===== src/rtl/quad_dac_pkg.sv =====
package quad_dac_pkg;
  localparam int CH_N   = 4;
  localparam int DATA_W = 8;
  localparam int ADDR_W = $clog2(CH_N);
  localparam int CODE_W = CH_N * DATA_W;

  typedef struct packed {
    logic              wrStb;
    logic [ADDR_W-1:0] wrAddr;
    logic [DATA_W-1:0] wrData;
    logic              loadLvl;
    logic              pdLvl;
  } dacCtrl_t;
endpackage


===== src/rtl/dac_bus_ctrl.sv =====
module dac_bus_ctrl
  import quad_dac_pkg::*;
#(
  parameter int SYNC_STAGES = 2
) (
  input  logic              clk,
  input  logic              clrN,
  input  logic              csN,
  input  logic              wrN,
  input  logic [ADDR_W-1:0] addr,
  input  logic [DATA_W-1:0] data,
  input  logic              ldN,
  input  logic              pdN,
  output dacCtrl_t          ctrl
);
  localparam int BUS_W = ADDR_W + DATA_W;

  logic [SYNC_STAGES-1:0] actSync, ldSync, pdSync;
  logic [BUS_W-1:0]       busSync [SYNC_STAGES];
  logic                   actPrev;

  // Synchronizers reset to the inactive level so that a clear never leaves a pending strobe behind
  always_ff @(posedge clk or negedge clrN) begin
    if (!clrN) begin
      actSync <= '0;
      ldSync  <= '0;
      pdSync  <= '0;
      actPrev <= 1'b0;
      for (int i = 0; i < SYNC_STAGES; i++) busSync[i] <= '0;
    end else begin
      actSync    <= {actSync[SYNC_STAGES-2:0], ~csN & ~wrN};
      ldSync     <= {ldSync[SYNC_STAGES-2:0], ~ldN};
      pdSync     <= {pdSync[SYNC_STAGES-2:0], ~pdN};
      actPrev    <= actSync[SYNC_STAGES-1];
      busSync[0] <= {addr, data};
      for (int i = 1; i < SYNC_STAGES; i++) busSync[i] <= busSync[i-1];
    end
  end

  // A write completes on the cycle the synchronized select-and-write condition goes away
  always_comb begin
    ctrl.wrStb   = actPrev & ~actSync[SYNC_STAGES-1];
    ctrl.wrAddr  = busSync[SYNC_STAGES-1][BUS_W-1:DATA_W];
    ctrl.wrData  = busSync[SYNC_STAGES-1][DATA_W-1:0];
    ctrl.loadLvl = ldSync[SYNC_STAGES-1];
    ctrl.pdLvl   = pdSync[SYNC_STAGES-1];
  end
endmodule


===== src/rtl/dac_reg_bank.sv =====
module dac_reg_bank
  import quad_dac_pkg::*;
(
  input  logic              clk,
  input  logic              clrN,
  input  dacCtrl_t          ctrl,
  output logic [CODE_W-1:0] stageFlat,
  output logic [CODE_W-1:0] outFlat
);
  logic [DATA_W-1:0] stageReg [CH_N];
  logic [DATA_W-1:0] outReg   [CH_N];

  for (genvar ch = 0; ch < CH_N; ch++) begin : g_chan
    always_ff @(posedge clk or negedge clrN) begin
      if (!clrN) begin
        stageReg[ch] <= '0;
        outReg[ch]   <= '0;
      end else begin
        if (ctrl.wrStb && ctrl.wrAddr == ADDR_W'(ch)) stageReg[ch] <= ctrl.wrData;
        if (ctrl.loadLvl) outReg[ch] <= stageReg[ch];
      end
    end

    assign stageFlat[ch*DATA_W +: DATA_W] = stageReg[ch];
    assign outFlat[ch*DATA_W +: DATA_W]   = outReg[ch];
  end
endmodule


===== src/rtl/quad_dac_regif.sv =====
module quad_dac_regif
  import quad_dac_pkg::*;
(
  input  logic              clk,
  input  logic              clrN,
  input  logic              csN,
  input  logic              wrN,
  input  logic [ADDR_W-1:0] addr,
  input  logic [DATA_W-1:0] data,
  input  logic              ldN,
  input  logic              pdN,
  input  logic              gainSel,
  output logic [CODE_W-1:0] dacCode,
  output logic              pdFlag,
  output logic              gainOut
);
  dacCtrl_t          ctrl;
  logic [CODE_W-1:0] stageFlat;

  dac_bus_ctrl #(.SYNC_STAGES(2)) u_ctrl (
    .clk(clk), .clrN(clrN), .csN(csN), .wrN(wrN), .addr(addr), .data(data),
    .ldN(ldN), .pdN(pdN), .ctrl(ctrl)
  );

  dac_reg_bank u_bank (
    .clk(clk), .clrN(clrN), .ctrl(ctrl), .stageFlat(stageFlat), .outFlat(dacCode)
  );

  assign pdFlag  = ctrl.pdLvl;
  assign gainOut = gainSel;
endmodule


===== config.mk =====
export PLATFORM = sky130hd
export DESIGN_NAME = quad_dac_regif
export DESIGN_NICKNAME = d
export VERILOG_FILES = /design/src/rtl/quad_dac_pkg.sv /design/src/rtl/dac_bus_ctrl.sv /design/src/rtl/dac_reg_bank.sv /design/src/rtl/quad_dac_regif.sv
export SDC_FILE = /design/constraint.sdc
export NUM_CORES = 1
export LEC_CHECK = 0
export BUFFER_PORTS_ARGS = -buffer_cell sky130_fd_sc_hd__buf_4
export CAP_MARGIN = 10
export CORE_MARGIN = 1.5
export CORE_UTILIZATION = 35
export CTS_CLUSTER_SIZE = 14
export DETAILED_ROUTE_END_ITERATION = 16
export GPL_ROUTABILITY_DRIVEN = 0
export HOLD_SLACK_MARGIN = 0.08
export PLACE_DENSITY = 0.6
export SYNTH_ARGS = -nofsm -noshare
export SYNTH_HDL_FRONTEND = slang
export SYNTH_SLANG_ARGS = --single-unit

===== constraint.sdc =====
create_clock -name clk -period 4 [get_ports clk]
set_input_delay 0.4 -clock clk [delete_from_list [all_inputs] [get_ports clk]]
set_output_delay 0.4 -clock clk [all_outputs]
set_load 0.02 [all_outputs]

### After elaboration in Yosys (flattened, before gate mapping)

Index checks and enable logic that the tools add are counted.

* memory bits (read-only): 0
* output and inout bits: 34
* memories: 0
* flip-flop bits (word level): 91
* bits in latches: 0
* memory bits (writable): 0
* bits of input ports: 17

* $mul: 0
* shift-type cells: 0
* mux-type cells: 0
* bitwise logic cells: 7
* order comparisons: 0
* divide/modulo/power cells: 0
* add/sub/neg operators: 0
* equality and inequality tests: 3
* reduce and logical (&&, ||, !) cells: 5

Operators by type and width (number)
* 1-bit inverter: 5
* 2-bit equality test, second input constant: 2
* 1-bit logical AND: 4
* 1-bit AND: 2
* 2-bit by 1-bit equality test with 1-bit output, second input constant: 1
* 2-bit zero test: 1

### Longest topological paths before layout

Gate-level depths: netlist (run 1).

* depth in word-level cells: 3
* mapped depth: 3
* gate-level depth less buffers: 2

### Modules after synthesis

Synthesis (run 1) repeated with hierarchy kept, for this count alone.

* cell total of the unflattened synthesis: 180
* area total of the unflattened synthesis: 3190.6 um^2

By module, submodules not included
* dac_reg_bank: instances 1, cells an instance 136, area each 2392.3 um^2
* dac_bus_ctrl: instances 1, cells an instance 43, area each 790.8 um^2
* quad_dac_regif: instances 1, cells an instance 1, area each 7.5 um^2

### Worst setup path after synthesis (run 1)

No wires, ideal clock.

* kind: reg2reg
* start: register u_ctrl.busSync (netlist bit u_ctrl.ctrl[11])
* end: register u_bank.stageReg (netlist bit u_bank.stageFlat[0])
* data required time: 3875 ps
* library setup time: 125 ps
* slack: 2623 ps
* arrival time: 1253 ps
* path buffers: 0
* period minus slack after synthesis: 1377 ps
* cell stages (with the launch flop): 3
* path through: dfrtp_1 nor4b_4 mux2_2

* longest elaborated chain between the ends: 2

Ends and longest elaborated chain
* start, declared: line dac_bus_ctrl.sv:19 `logic [BUS_W-1:0] busSync [SYNC_STAGES];`
* 2-bit zero test: line dac_reg_bank.sv:19 `if (ctrl.wrStb && ctrl.wrAddr == ADDR_W'(ch)) stageReg[ch] <= ctrl.wrData;`
* 1-bit logical AND: line dac_reg_bank.sv:19
* end signal, assigned by index: line dac_reg_bank.sv:19
* end, declared: line dac_reg_bank.sv:10 `logic [DATA_W-1:0] stageReg [CH_N];`

No other way between the ends.
A chain may end at the register's enable or synchronous reset.

### Worst setup path after layout (run 1)

* start: register u_ctrl.actSync[1]
* end: register u_bank.stageReg (netlist bit u_bank.stageFlat[15])

* longest elaborated chain between the ends: 3

Ends and longest elaborated chain
* start, declared: line dac_bus_ctrl.sv:18 `logic [SYNC_STAGES-1:0] actSync, ldSync, pdSync;`
* start signal, assigned: line dac_bus_ctrl.sv:31 `actSync <= {actSync[SYNC_STAGES-2:0], ~csN & ~wrN};`
* 1-bit inverter: line dac_bus_ctrl.sv:42 `ctrl.wrStb = actPrev & ~actSync[SYNC_STAGES-1];`
* 1-bit AND: line dac_bus_ctrl.sv:42
* 1-bit logical AND: line dac_reg_bank.sv:19

No other way between the ends.

==> results.txt, run 1 <==
----------------------------------------------------
[Status]
  Run status ... finished, final reports clean

[Die]
  Width of the die ... between 90 and 100 microns
  Die Footprint ... 0.009425 sq mm
  IO Count ... around 50
  Initial core utilization ... between 30 and 40%
  Area of the core ... between 0.008 and 0.009 sq mm
  Vertical die dimension ... around 97 microns
  Number of rows in the core area ... 34

[Finish]
  Proportion of layout cells with a drive suffix above 1 ... between 50 and 60%
  Area delta synth->final ... 22.21%
  Count of antenna diodes in the layout ... 0
  Top library cells by usage in the layout, fill and taps aside ... 91 x dfrtp_1, 62 x mux2_2, 51 x buf_4, 11 x clkbuf_8
  Layout filler cell count ... about 800
  Net count reported at finish ... 241
  Leading cell type in the layout, fill and taps excluded ... dfrtp_1

[STA]
  Final critical-path setup slack ... just over 2000 ps
  Total count of hold-check failures in the final report ... 0
  Maximum clock rate ... approximately 520 MHz
  Clk_skew ... ~5.8 ps
  Final max-slew violation count ... 0
  Slew at the pin closest to its max-slew limit ... about 1100 ps
  Number of setup violations in the final report ... 0
  RSZ-0062 raised after global routing ... false
  Slew Limit Headroom ... between 20% and 30%
  Final clock period utilization by the worst path ... 48.07%
  Period minus WS final ... 1923 ps
  Setup TNS ... 0 ps

[Clocking]
  Maximum clock insertion buffer count ... 2
  Number of resized instances in the post-cts repair step ... 0
  Cell at the root of the clock tree ... clkbuf_8
  CTS Hold Buffers Added ... 0
  Clock-pin slew on the worst setup and hold paths ... around 80 ps
  TritonCTS clock tree ... built
  Number of buffers created by CTS ... 9
  Setup Buffers After CTS ... 0
  Source-to-sink clock delay at the later pin of the worst-skew pair ... between 300 and 400 ps
  Sinks on the clock net ... between 90 and 100
  Depth of the CTS H-tree ... 3

[Detailed routing]
  Wire length after detailed routing ... 4976 microns
  Detailed-route vias per instance ... 4.473
  Total DRC errors in the routed layout ... 0
  Starting DRT DRC Count ... 65
  Antenna violation net count after detailed routing ... 0
  Length of the first detailed-routing pass in iterations ... 2
  Vias ... 1503
  Routed length per placed instance ... roughly 15 microns

[Power and ir drop]
  Power density over cell area ... between 600 and 700 mW/mm^2
  Power share of the clock group ... between 20% and 30%
  Switching power total ... 607.4 uW
  Logic pwr share ... between 20% and 30%
  P_int ... between 1.5 and 2 mW
  Maximum resistive drop on vdd ... around 0.00023 V
  Sequential group share of total power ... 53.0%
  Sum of internal, switching and leakage power ... 2.284 mW
  Total leakage power ... ~1.7 nW
  Switching part of the total power ... a little over a quarter

[Global routing]
  Initial antenna violation count ... 0
  Total Routing Usage GR ... 11.62%
  Residual overflow from global routing ... 0
  Met1 usage ... between 15 and 20%
  M3 GR Usage ... under 10%
  GR peak layer ... met2
  Wire length of the first global-routing pass ... around 8400 microns
  Pin count of the biggest net entering global routing ... 58
  Fraction of met2 tracks used by global routing ... approximately 16%
  Vias in the first global route ... roughly 1.6k

[Placement]
  Port Buf Inserts ... 48
  Worst Setup Slack post-DPL ... slightly below 2000 ps
  DP HPWL ... approximately 3200 microns

[Critical path]
  Arrival time at the worst endpoint ... around 2200 ps
  Library cell contributing the largest single delay on the critical path ... nor4bb_2
  CP startpoint kind ... flip-flop
  Element type at the critical path end ... flip-flop
  Classification of the worst setup path ... flip-flop to flip-flop
  Worst EP required ... around 4200 ps
  Maximum fanout along the worst path ... 8
  Cells along the critical path ... nor4bb_2 > mux2_2
  Slowest Stage Delay on Critical Path ... between 900 and 1000 ps

[Logic synthesis]
  Distinct cell type count after synthesis ... 11
  Area contributors post-synth ... dfrtp_1 74%, mux2_2 23%, buf_2 0.81%, nor4b_4 0.77%, mux2_1 0.73%
  Post-synthesis instance area ... slightly above 0.003 sq mm
  Average footprint of a synthesized cell ... 18.33 sq um
  Seq/Total Area, Yosys ... roughly three quarters
  Biggest area consumer among synthesized cells ... dfrtp_1
  Post-synth top area share ... between 70% and 80%
  Net count after synthesis ... 186
  Number of synthesized register bits ... 91
  Yosys warnings ... 0
  Synthesized instance count ... roughly 170

[Hold path]
  Path class of the lowest-slack min-delay path ... primary input to async pin

[Job]
  Max-cap violations ... 0

----------------------------------------------------
## path summary, 6_finish.rpt
check / end / start / cells past startpoint / slack, ps
setup reg to reg: u_bank.stageFlat[15]$_DFFE_PN0P_ / u_ctrl.actSync[1]$_DFF_PN0_ / 2 / 2080
min in group clk: u_ctrl.busSync[16]$_DFF_PN0_ / data[6] / 1 / 160
hold reg to reg: u_ctrl.ctrl[4]$_DFF_PN0_ / u_ctrl.busSync[12]$_DFF_PN0_ / 0 / 350
hold / removal: u_ctrl.ldSync[0]$_DFF_PN0_ / clrN / 1 / 100
setup / recovery: u_bank.stageFlat[15]$_DFFE_PN0P_ / u_ctrl.actSync[1]$_DFF_PN0_ / 2 / 2080
max in group asynchronous: u_ctrl.ctrl[6]$_DFF_PN0_ / clrN / 2 / 2990
## layer usage
layer  part of all wire [%]  up-vias  wire, microns
li1                       -      694              -
met1                     48      764           2393
met2                     44       36           2214
met3                    5.2        9            260
met4                    2.2        0            108
met5                      0        -              0
## kinds of logic after synthesis
group,Yosys count,share of synthesized area (%)
buffers and inverters,9,1.414
and+or+nand+nor,5,1.817
DFF,91,73.51
muxes,64,23.26
## stage by stage
stage	instances	instance area (sq um)	utilization, %	hold WS [ps]
floorplan	169	3098	-	104.4
global placement	320	3585	41.51	332.9
detailed placement	320	3585	41.51	334.7
CTS	335	3779	43.76	125.5
global route	336	3786	43.84	140.2
finish	336	3786	43.84	97.73
## cell type report
cell class                 instances  area, sq um  area share, %
timing repair buffer              51        382.9          10.11
clock inverter                     2        35.03         0.9253
inverter                           2        7.507         0.1983
sequential                        91         2277          60.15
clock buffer                      13        158.9          4.197
tap                              108        135.1          3.569
multi-input combinational         69        789.5          20.85
## registers in the layout, summed over array words and instances (netlist names)
register	flops
u_bank.stageFlat	32
u_bank.outFlat	32
u_ctrl.ctrl	10
u_ctrl.ldSync	2
u_ctrl.actPrev	1
u_ctrl.actSync	2
u_ctrl.busSync	10
u_ctrl.pdSync	2
## power groups by stage
stage               clock network, mW  logic [mW]  registers, mW
floorplan                           0       0.164           1.31
global placement                    0       0.468           1.23
detailed placement                  0       0.478           1.23
CTS                             0.626       0.479           1.21
global route                    0.670       0.504           1.24
finish                          0.605       0.469           1.21
## cells in the mapped netlist, drive strengths merged
| cell | n |
|---|---|
| nor2 | 1 |
| dfrtp | 91 |
| mux2 | 64 |
| nor4b | 1 |
| nand4b | 1 |
| inv | 2 |
| clkbuf | 1 |
| buf | 6 |
| nor4bb | 2 |
## worst max-delay path: cells and delay by family, from the launching register on
kind / cells / cell delay (ps)
simple gates: 1 / 930
flops: 1 / 460
mux: 1 / 420
Note: power is estimated with default switching activity, not from simulation.
==> run 2, diff against run 1 <==
clock period = 1.9 ns   (was 4 ns; I/O delays follow)
==> run 2 against run 1 <==
  * Die area unchanged
  * Maximum frequency grew 29%
  * Cell count grew 6.5%
  * Non-clock buffer count increased by 21
  * Critical path depth increased by 1
  * Sequential power grew 110%
  * Register-to-register slack worse by 1700 ps
  * Global-route usage up 0.26 points
  * Critical path type unchanged
  * Critical endpoint is now u_bank.stageFlat[3]$_DFFE_PN0P_
  * Largest power group unchanged
  * Highest routed layer unchanged
==> results.txt, run 2 (synthesized netlist as in run 1, its figures left out) <==
----------------------------------------------------
[STA]
  Clk_skew ... 13.25 ps (+7.460 ps)
  Slew at the pin closest to its max-slew limit ... 471.0 ps (-593.7 ps)
  RSZ-0062 raised after global routing ... false
  Slew Limit Headroom ... 68.60% (+41 points)
  Number of setup violations in the final report ... 0 (unchanged)
  Maximum clock rate ... 671.5 MHz (+29%)
  Final max-slew violation count ... 0 (unchanged)
  Period minus WS final ... 1489 ps (-433.4 ps)
  Final clock period utilization by the worst path ... 78.38% (+30 points)
  Setup TNS ... 0 ps (unchanged)
  Total count of hold-check failures in the final report ... 0 (unchanged)

[Critical path]
  Maximum fanout along the worst path ... 4 (-4)
  CP startpoint kind ... flip-flop
  Logic depth of the worst path, buffers included ... 3 (+1)
  Number of cell instances on the worst register-to-register path ... 3 (+1)
  Sum of buffers and inverters on the critical path ... 1 (+1)
  Cells along the critical path ... nor4b_4 > buf_4 > mux2_2
  Library cell contributing the largest single delay on the critical path ... dfrtp_1
  Slowest Stage Delay on Critical Path ... 440 ps (-490 ps)
  Worst EP required ... 2140 ps (-2090 ps)
  Element type at the critical path end ... flip-flop
  Crit path max-delay family ... flip-flops
  Classification of the worst setup path ... flip-flop to flip-flop
  Arrival time at the worst endpoint ... 1730 ps (-420 ps)

[Clocking]
  Number of resized instances in the post-cts repair step ... 0 (unchanged)
  Cell at the root of the clock tree ... clkbuf_8
  TritonCTS clock tree ... built
  Source-to-sink clock delay at the later pin of the worst-skew pair ... 350 ps (about the same)
  Clock-pin slew on the worst setup and hold paths ... 80 ps (about the same)
  Number of buffers created by CTS ... 9 (unchanged)
  Depth of the CTS H-tree ... 3 (unchanged)
  Sinks on the clock net ... 91 (unchanged)
  Maximum clock insertion buffer count ... 2 (unchanged)

[Placement]
  DP HPWL ... 3395 microns (+5.4%)
  Count of placed standard cells including taps ... 327 (+2.2%)
  Port Buf Inserts ... 48 (unchanged)

[Power and ir drop]
  Maximum resistive drop on vdd ... 0.0005964 V (+160%)
  Power share of the clock group ... 28.1% (+1.6 points)
  Sequential group share of total power ... 51.1% (-1.9 points)
  Logic pwr share ... 20.7% (+0.2 points)
  Power density over cell area ... 1231 mW/mm^2 (+100%)
  Switching part of the total power ... 26.84% (+0.25 points)
  Total leakage power ... 1.843 nW (+6.4%)
  Switching power total ... 1.332 mW (+120%)
  P_int ... 3.630 mW (+120%)
  Sum of internal, switching and leakage power ... 4.962 mW (+120%)

[Detailed routing]
  Vias ... 1592 (+5.9%)
  Starting DRT DRC Count ... 34 (-48%)
  Detailed-route vias per instance ... 4.447 (-0.59%)
  Routed length per placed instance ... 14.04 microns (-5.2%)
  Total DRC errors in the routed layout ... 0 (unchanged)
  Wire length after detailed routing ... 5025 microns (+0.98%)
  Length of the first detailed-routing pass in iterations ... 4 (+2)
  Antenna violation net count after detailed routing ... 0 (unchanged)

[Finish]
  Layout filler cell count ... 764 (-4.7%)
  Final standard cell count with taps included and fillers excluded ... 358 (+6.5%)
  Top library cells by usage in the layout, fill and taps aside ... 91 x dfrtp_1, 62 x mux2_2, 55 x buf_4, 15 x dlygate4sd3_1, 9 x clkbuf_8
  Count of antenna diodes in the layout ... 0 (unchanged)
  Proportion of layout cells with a drive suffix above 1 ... 54.80% (-1.8 points)
  Area delta synth->final ... 30.09%
  Leading cell type in the layout, fill and taps excluded ... dfrtp_1
  Net count reported at finish ... 262 (+8.7%)

[Die]
  IO Count ... 51 (unchanged)
  Width of the die ... 97.08 microns (unchanged)
  Area of the core ... 0.008636 sq mm (unchanged)
  Die Footprint ... 0.009425 sq mm (unchanged)
  Number of rows in the core area ... 34 (unchanged)
  Initial core utilization ... 35.87% (unchanged)
  Vertical die dimension ... 97.08 microns (unchanged)

[Hold path]
  Path class of the lowest-slack min-delay path ... primary input to async pin

[Global routing]
  Total Routing Usage GR ... 11.88% (+0.26 points)
  Wire length of the first global-routing pass ... 8569 microns (+2.2%)
  Vias in the first global route ... 1722 (+8.8%)
  Pin count of the biggest net entering global routing ... 57 (-1.7%)
  Residual overflow from global routing ... 0 (unchanged)
  Initial antenna violation count ... 0 (unchanged)

[Status]
  Run status ... finished, final reports clean

[Job]
  Max-cap violations ... 0 (unchanged)

----------------------------------------------------
## run 2: stage by stage
stage	setup WS, ps	instance area, sq um	util, %	hold slack (ps)
2_1_floorplan	522.8	3098	-	-105.6
3_3_place_gp	449.2	3662	42.41	176.4
6_report	410.8	4030	46.67	332.9
3_5_place_dp	402.6	3662	42.41	183.1
5_1_grt	336.3	4030	46.67	357.3
4_1_cts	400.6	4030	46.67	325.7
## run 2: per-layer routing
metal	GRT usage (%)	share of wire (%)	up-vias
met5	0	0	-
met4	6.689	1.7	0
li1	-	-	739
met1	15.50	48	808
met3	3.597	5.0	7
met2	17.70	46	38
## run 2: final timing paths
check,startpoint,endpoint,slack [ps]
setup / recovery,u_ctrl.ctrl[11]$_DFF_PN0_,u_bank.stageFlat[3]$_DFFE_PN0P_,410
hold / removal,clrN,u_ctrl.busSync[17]$_DFF_PN0_,330
setup reg to reg,u_ctrl.ctrl[11]$_DFF_PN0_,u_bank.stageFlat[3]$_DFFE_PN0P_,410
hold reg to reg,u_ctrl.busSync[14]$_DFF_PN0_,u_ctrl.ctrl[6]$_DFF_PN0_,350
max in group asynchronous,clrN,u_bank.outFlat[30]$_DFFE_PN0P_,920
min in group clk,u_ctrl.busSync[14]$_DFF_PN0_,u_ctrl.ctrl[6]$_DFF_PN0_,350
## run 2: repair_timing
| item | 4_1_cts | 5_1_grt |
|---|---|---|
| hold buffers | 15 | 0 |
| hold endpoints to repair | 48 | 0 |
| buffers inserted | 0 | 0 |
## run 2: power groups by stage
| stage | clock network [mW] | logic (mW) | registers, mW |
|---|---|---|---|
| 6_report | 1.40 | 1.03 | 2.54 |
| 5_1_grt | 1.51 | 1.10 | 2.60 |
| 3_5_place_dp | 0 | 1.02 | 2.58 |
| 3_3_place_gp | 0 | 1.00 | 2.58 |
| 2_1_floorplan | 0 | 0.346 | 2.76 |
| 4_1_cts | 1.45 | 1.05 | 2.55 |
## run 2: cell type report
type	count	area [sq um]	area share (%)
inverters	2	7.507	0.1863
clock buffers	10	127.6	3.167
clock inverters	6	90.09	2.235
flip-flops and latches	91	2277	56.50
repair buffers	72	603.1	14.96
well taps	108	135.1	3.353
multi-input cells	69	789.5	19.59
## run 2: worst reg2reg max path, stage by stage, from the launching register on
cell and delay [ps]:
dfrtp_1 440, nor4b_4 400, buf_4 210, mux2_2 330
==> run 3, diff against run 2 <==
ABC_AREA = 1   (was unset)
PLACE_DENSITY = 0.62   (was 0.6)
clock period = 1.2 ns   (was 1.9 ns; I/O delays follow)
==> run 3 against run 2 <==
  * Combinational power is 24% higher
  * Design area is 4.0% higher
  * Largest power group unchanged
  * Via count is 41% higher
  * Highest routed layer unchanged
==> results.txt, run 3 <==
----------------------------------------------------
[Status]
  Run status ... finished, final reports clean

[Detailed routing]
  Routed length per placed instance ... 12.37 microns (-12%)
  Length of the first detailed-routing pass in iterations ... 4 (unchanged)
  Antenna violation net count after detailed routing ... 0 (unchanged)
  Starting DRT DRC Count ... 113 (+230%)
  Total DRC errors in the routed layout ... 0 (unchanged)
  Vias ... 2250 (+41%)
  Detailed-route vias per instance ... 4.464 (+0.39%)
  Wire length after detailed routing ... 6232 microns (+24%)

[Logic synthesis]
  Proportion of register bits with asynchronous set or reset after synthesis ... 100.0% (unchanged)
  Area contributors post-synth ... dfrtp_1 70%, nand2_1 12%, o21ai_0 4.9%, inv_1 4.4%, nand3_1 3.7%
  Average footprint of a synthesized cell ... 10.43 sq um (-43%)
  Post-synth top area share ... 70.00% (-3.5 points)
  Post-synthesis instance area ... 0.003253 sq mm (+5.0%)
  Seq/Total Area, Yosys ... 70.00% (-3.5 points)
  Net count after synthesis ... 329 (+77%)
  Distinct cell type count after synthesis ... 15 (+4)
  Number of synthesized register bits ... 91 (unchanged)
  Biggest area consumer among synthesized cells ... dfrtp_1
  Number of flops mapped to enable cells by yosys ... 0 (unchanged)
  Predominant post-synthesis flop cell ... dfrtp_1
  Yosys warnings ... 0 (unchanged)
  Synthesized instance count ... 312 (+85%)
  Most frequently used cell type in the post-synthesis netlist ... nand2_1
  Most frequent cells after synthesis ... 106 x nand2_1, 91 x dfrtp_1, 38 x inv_1, 32 x o21ai_0, 24 x nand3_1

[Finish]
  Net count reported at finish ... 408 (+56%)
  Area delta synth->final ... 28.85%
  Final standard cell count with taps included and fillers excluded ... 504 (+41%)
  Count of antenna diodes in the layout ... 0 (unchanged)
  Cell area after layout ... 0.004192 sq mm (+4.0%)
  Leading cell type in the layout, fill and taps excluded ... nand2_1
  Proportion of layout cells with a drive suffix above 1 ... 22.98% (-32 points)
  Top library cells by usage in the layout, fill and taps aside ... 106 x nand2_1, 88 x dfrtp_1, 58 x buf_4, 38 x inv_1, 32 x o21ai_0

[Clocking]
  Cell at the root of the clock tree ... clkbuf_8
  Source-to-sink clock delay at the later pin of the worst-skew pair ... 360 ps (about the same)
  Sinks on the clock net ... 91 (unchanged)
  TritonCTS clock tree ... built
  Number of buffers created by CTS ... 9 (unchanged)
  Depth of the CTS H-tree ... 3 (unchanged)
  Clock-pin slew on the worst setup and hold paths ... 90 ps (about the same)
  Maximum clock insertion buffer count ... 2 (unchanged)

[Critical path]
  Arrival time at the worst endpoint ... 1440 ps (-290 ps)
  Element type at the critical path end ... flip-flop
  Maximum fanout along the worst path ... 1 (-3)
  CP startpoint kind ... primary input
  Classification of the worst setup path ... primary input to flip-flop
  Worst EP required ... 1490 ps (-650 ps)

[Power and ir drop]
  Total leakage power ... 2.145 nW (+16%)
  Maximum resistive drop on vdd ... 0.0007730 V (+30%)
  Sum of internal, switching and leakage power ... 6.931 mW (+40%)
  Power density over cell area ... 1654 mW/mm^2 (+34%)

[Global routing]
  Initial antenna violation count ... 0 (unchanged)
  Vias in the first global route ... 2219 (+29%)
  Residual overflow from global routing ... 0 (unchanged)
  Total Routing Usage GR ... 13.79% (+1.9 points)
  Pin count of the biggest net entering global routing ... 65 (+14%)
  Wire length of the first global-routing pass ... 10520 microns (+23%)

[STA]
  Slew at the pin closest to its max-slew limit ... 265.4 ps (-205.6 ps)
  Setup TNS ... 0 ps (unchanged)
  RSZ-0062 raised after global routing ... false
  Period minus WS final ... about 1100 ps
  Number of setup violations in the final report ... 0 (unchanged)
  Final max-slew violation count ... 0 (unchanged)
  Total count of hold-check failures in the final report ... 0 (unchanged)
  Slew Limit Headroom ... 82.30% (+14 points)
  Final critical-path setup slack ... 54.65 ps (-356.1 ps)
  Maximum clock rate ... 873.1 MHz
  Final clock period utilization by the worst path ... 95.45%
  Clk_skew ... 11.71 ps (-1.545 ps)

[Die]
  Number of rows in the core area ... 34 (unchanged)
  Width of the die ... 99.41 microns (+2.4%)
  Area of the core ... 0.008848 sq mm (+2.5%)
  Initial core utilization ... 36.76% (+0.89 points)
  Vertical die dimension ... 99.41 microns (+2.4%)
  IO Count ... 51 (unchanged)
  Die Footprint ... 0.009882 sq mm (+4.9%)

[Placement]
  Port Buf Inserts ... 48 (unchanged)
  Count of placed standard cells including taps ... 465 (+42%)
  DP HPWL ... 4100 microns (+21%)
  Cell area after placement ... 0.003786 sq mm (+3.4%)
  Worst Setup Slack post-DPL ... 42.59 ps (-360.0 ps)

[Hold path]
  Path class of the lowest-slack min-delay path ... primary input to async pin

[Job]
  Max-cap violations ... 0 (unchanged)

----------------------------------------------------
run 3: worst max-delay path, cell delays in order:
cell	delay (ps)
dlygate4sd3_1	540
buf_4	130
nor2_1	90
dlygate4sd3_1	550
run 3: cell families after synthesis:
family                 synth area share, %
DFF                                  70.00
AOI/OAI and AO/OA                    4.923
buffers and inverters                6.115
and+or+nand+nor                      18.96
run 3: timing repair:
item	in CTS	in global routing
hold buffers	15	0
buffers inserted	0	7
endpoints found under the hold margin	104	0
resized for setup	0	4
setup endpoints to repair	0	32
run 3: final cells by class:
cell class,instances,area [sq um]
clock buffer,10,127.6
clock inverter,6,42.54
fill,875,4657
inverter,39,146.4
multi-input combinational,173,793.3
sequential,91,2281
tap,108,135.1
timing repair buffer,77,665.6
run 3: stage by stage:
stage / hold slack, ps / util (%)
6_report: 153.3 / 47.37
5_1_grt: 149.3 / 47.37
4_1_cts: 137.2 / 46.41
3_5_place_dp: -5.594 / 42.79
3_3_place_gp: -7.283 / 42.79
2_1_floorplan: -175.6 / -
run 3: where the power goes:
group,leakage [nW],switching [mW],internal [mW]
clock network,0.0822,1.08,0.753
registers,1.13,0.282,3.54
logic,0.932,0.718,0.562
run 3: worst paths after layout:
kind	startpoint	to	slack (ps)	cells past startpoint
max reg2reg	u_ctrl.ctrl[11]$_DFF_PN0_	u_bank.stageFlat[20]$_DFFE_PN0P_	80	5
min	clrN	u_bank.outFlat[21]$_DFFE_PN0P_	150	2
max	wrN	u_ctrl.actSync[0]$_DFF_PN0_	50	4
min reg2reg	u_ctrl.busSync[10]$_DFF_PN0_	u_ctrl.ctrl[2]$_DFF_PN0_	350	0
max in group asynchronous	clrN	u_ctrl.ctrl[11]$_DFF_PN0_	490	3
min in group clk	gainSel	gainOut	240	0
run 3: per-layer routing:
layer	wire (microns)	track usage, %	share of wire, %	vias up
li1	-	-	-	1119
met1	2748	17.75	44	1068
met2	3090	22.13	50	54
met3	302	3.935	4.8	9
met4	90	5.525	1.4	0
met5	0	0	0	-
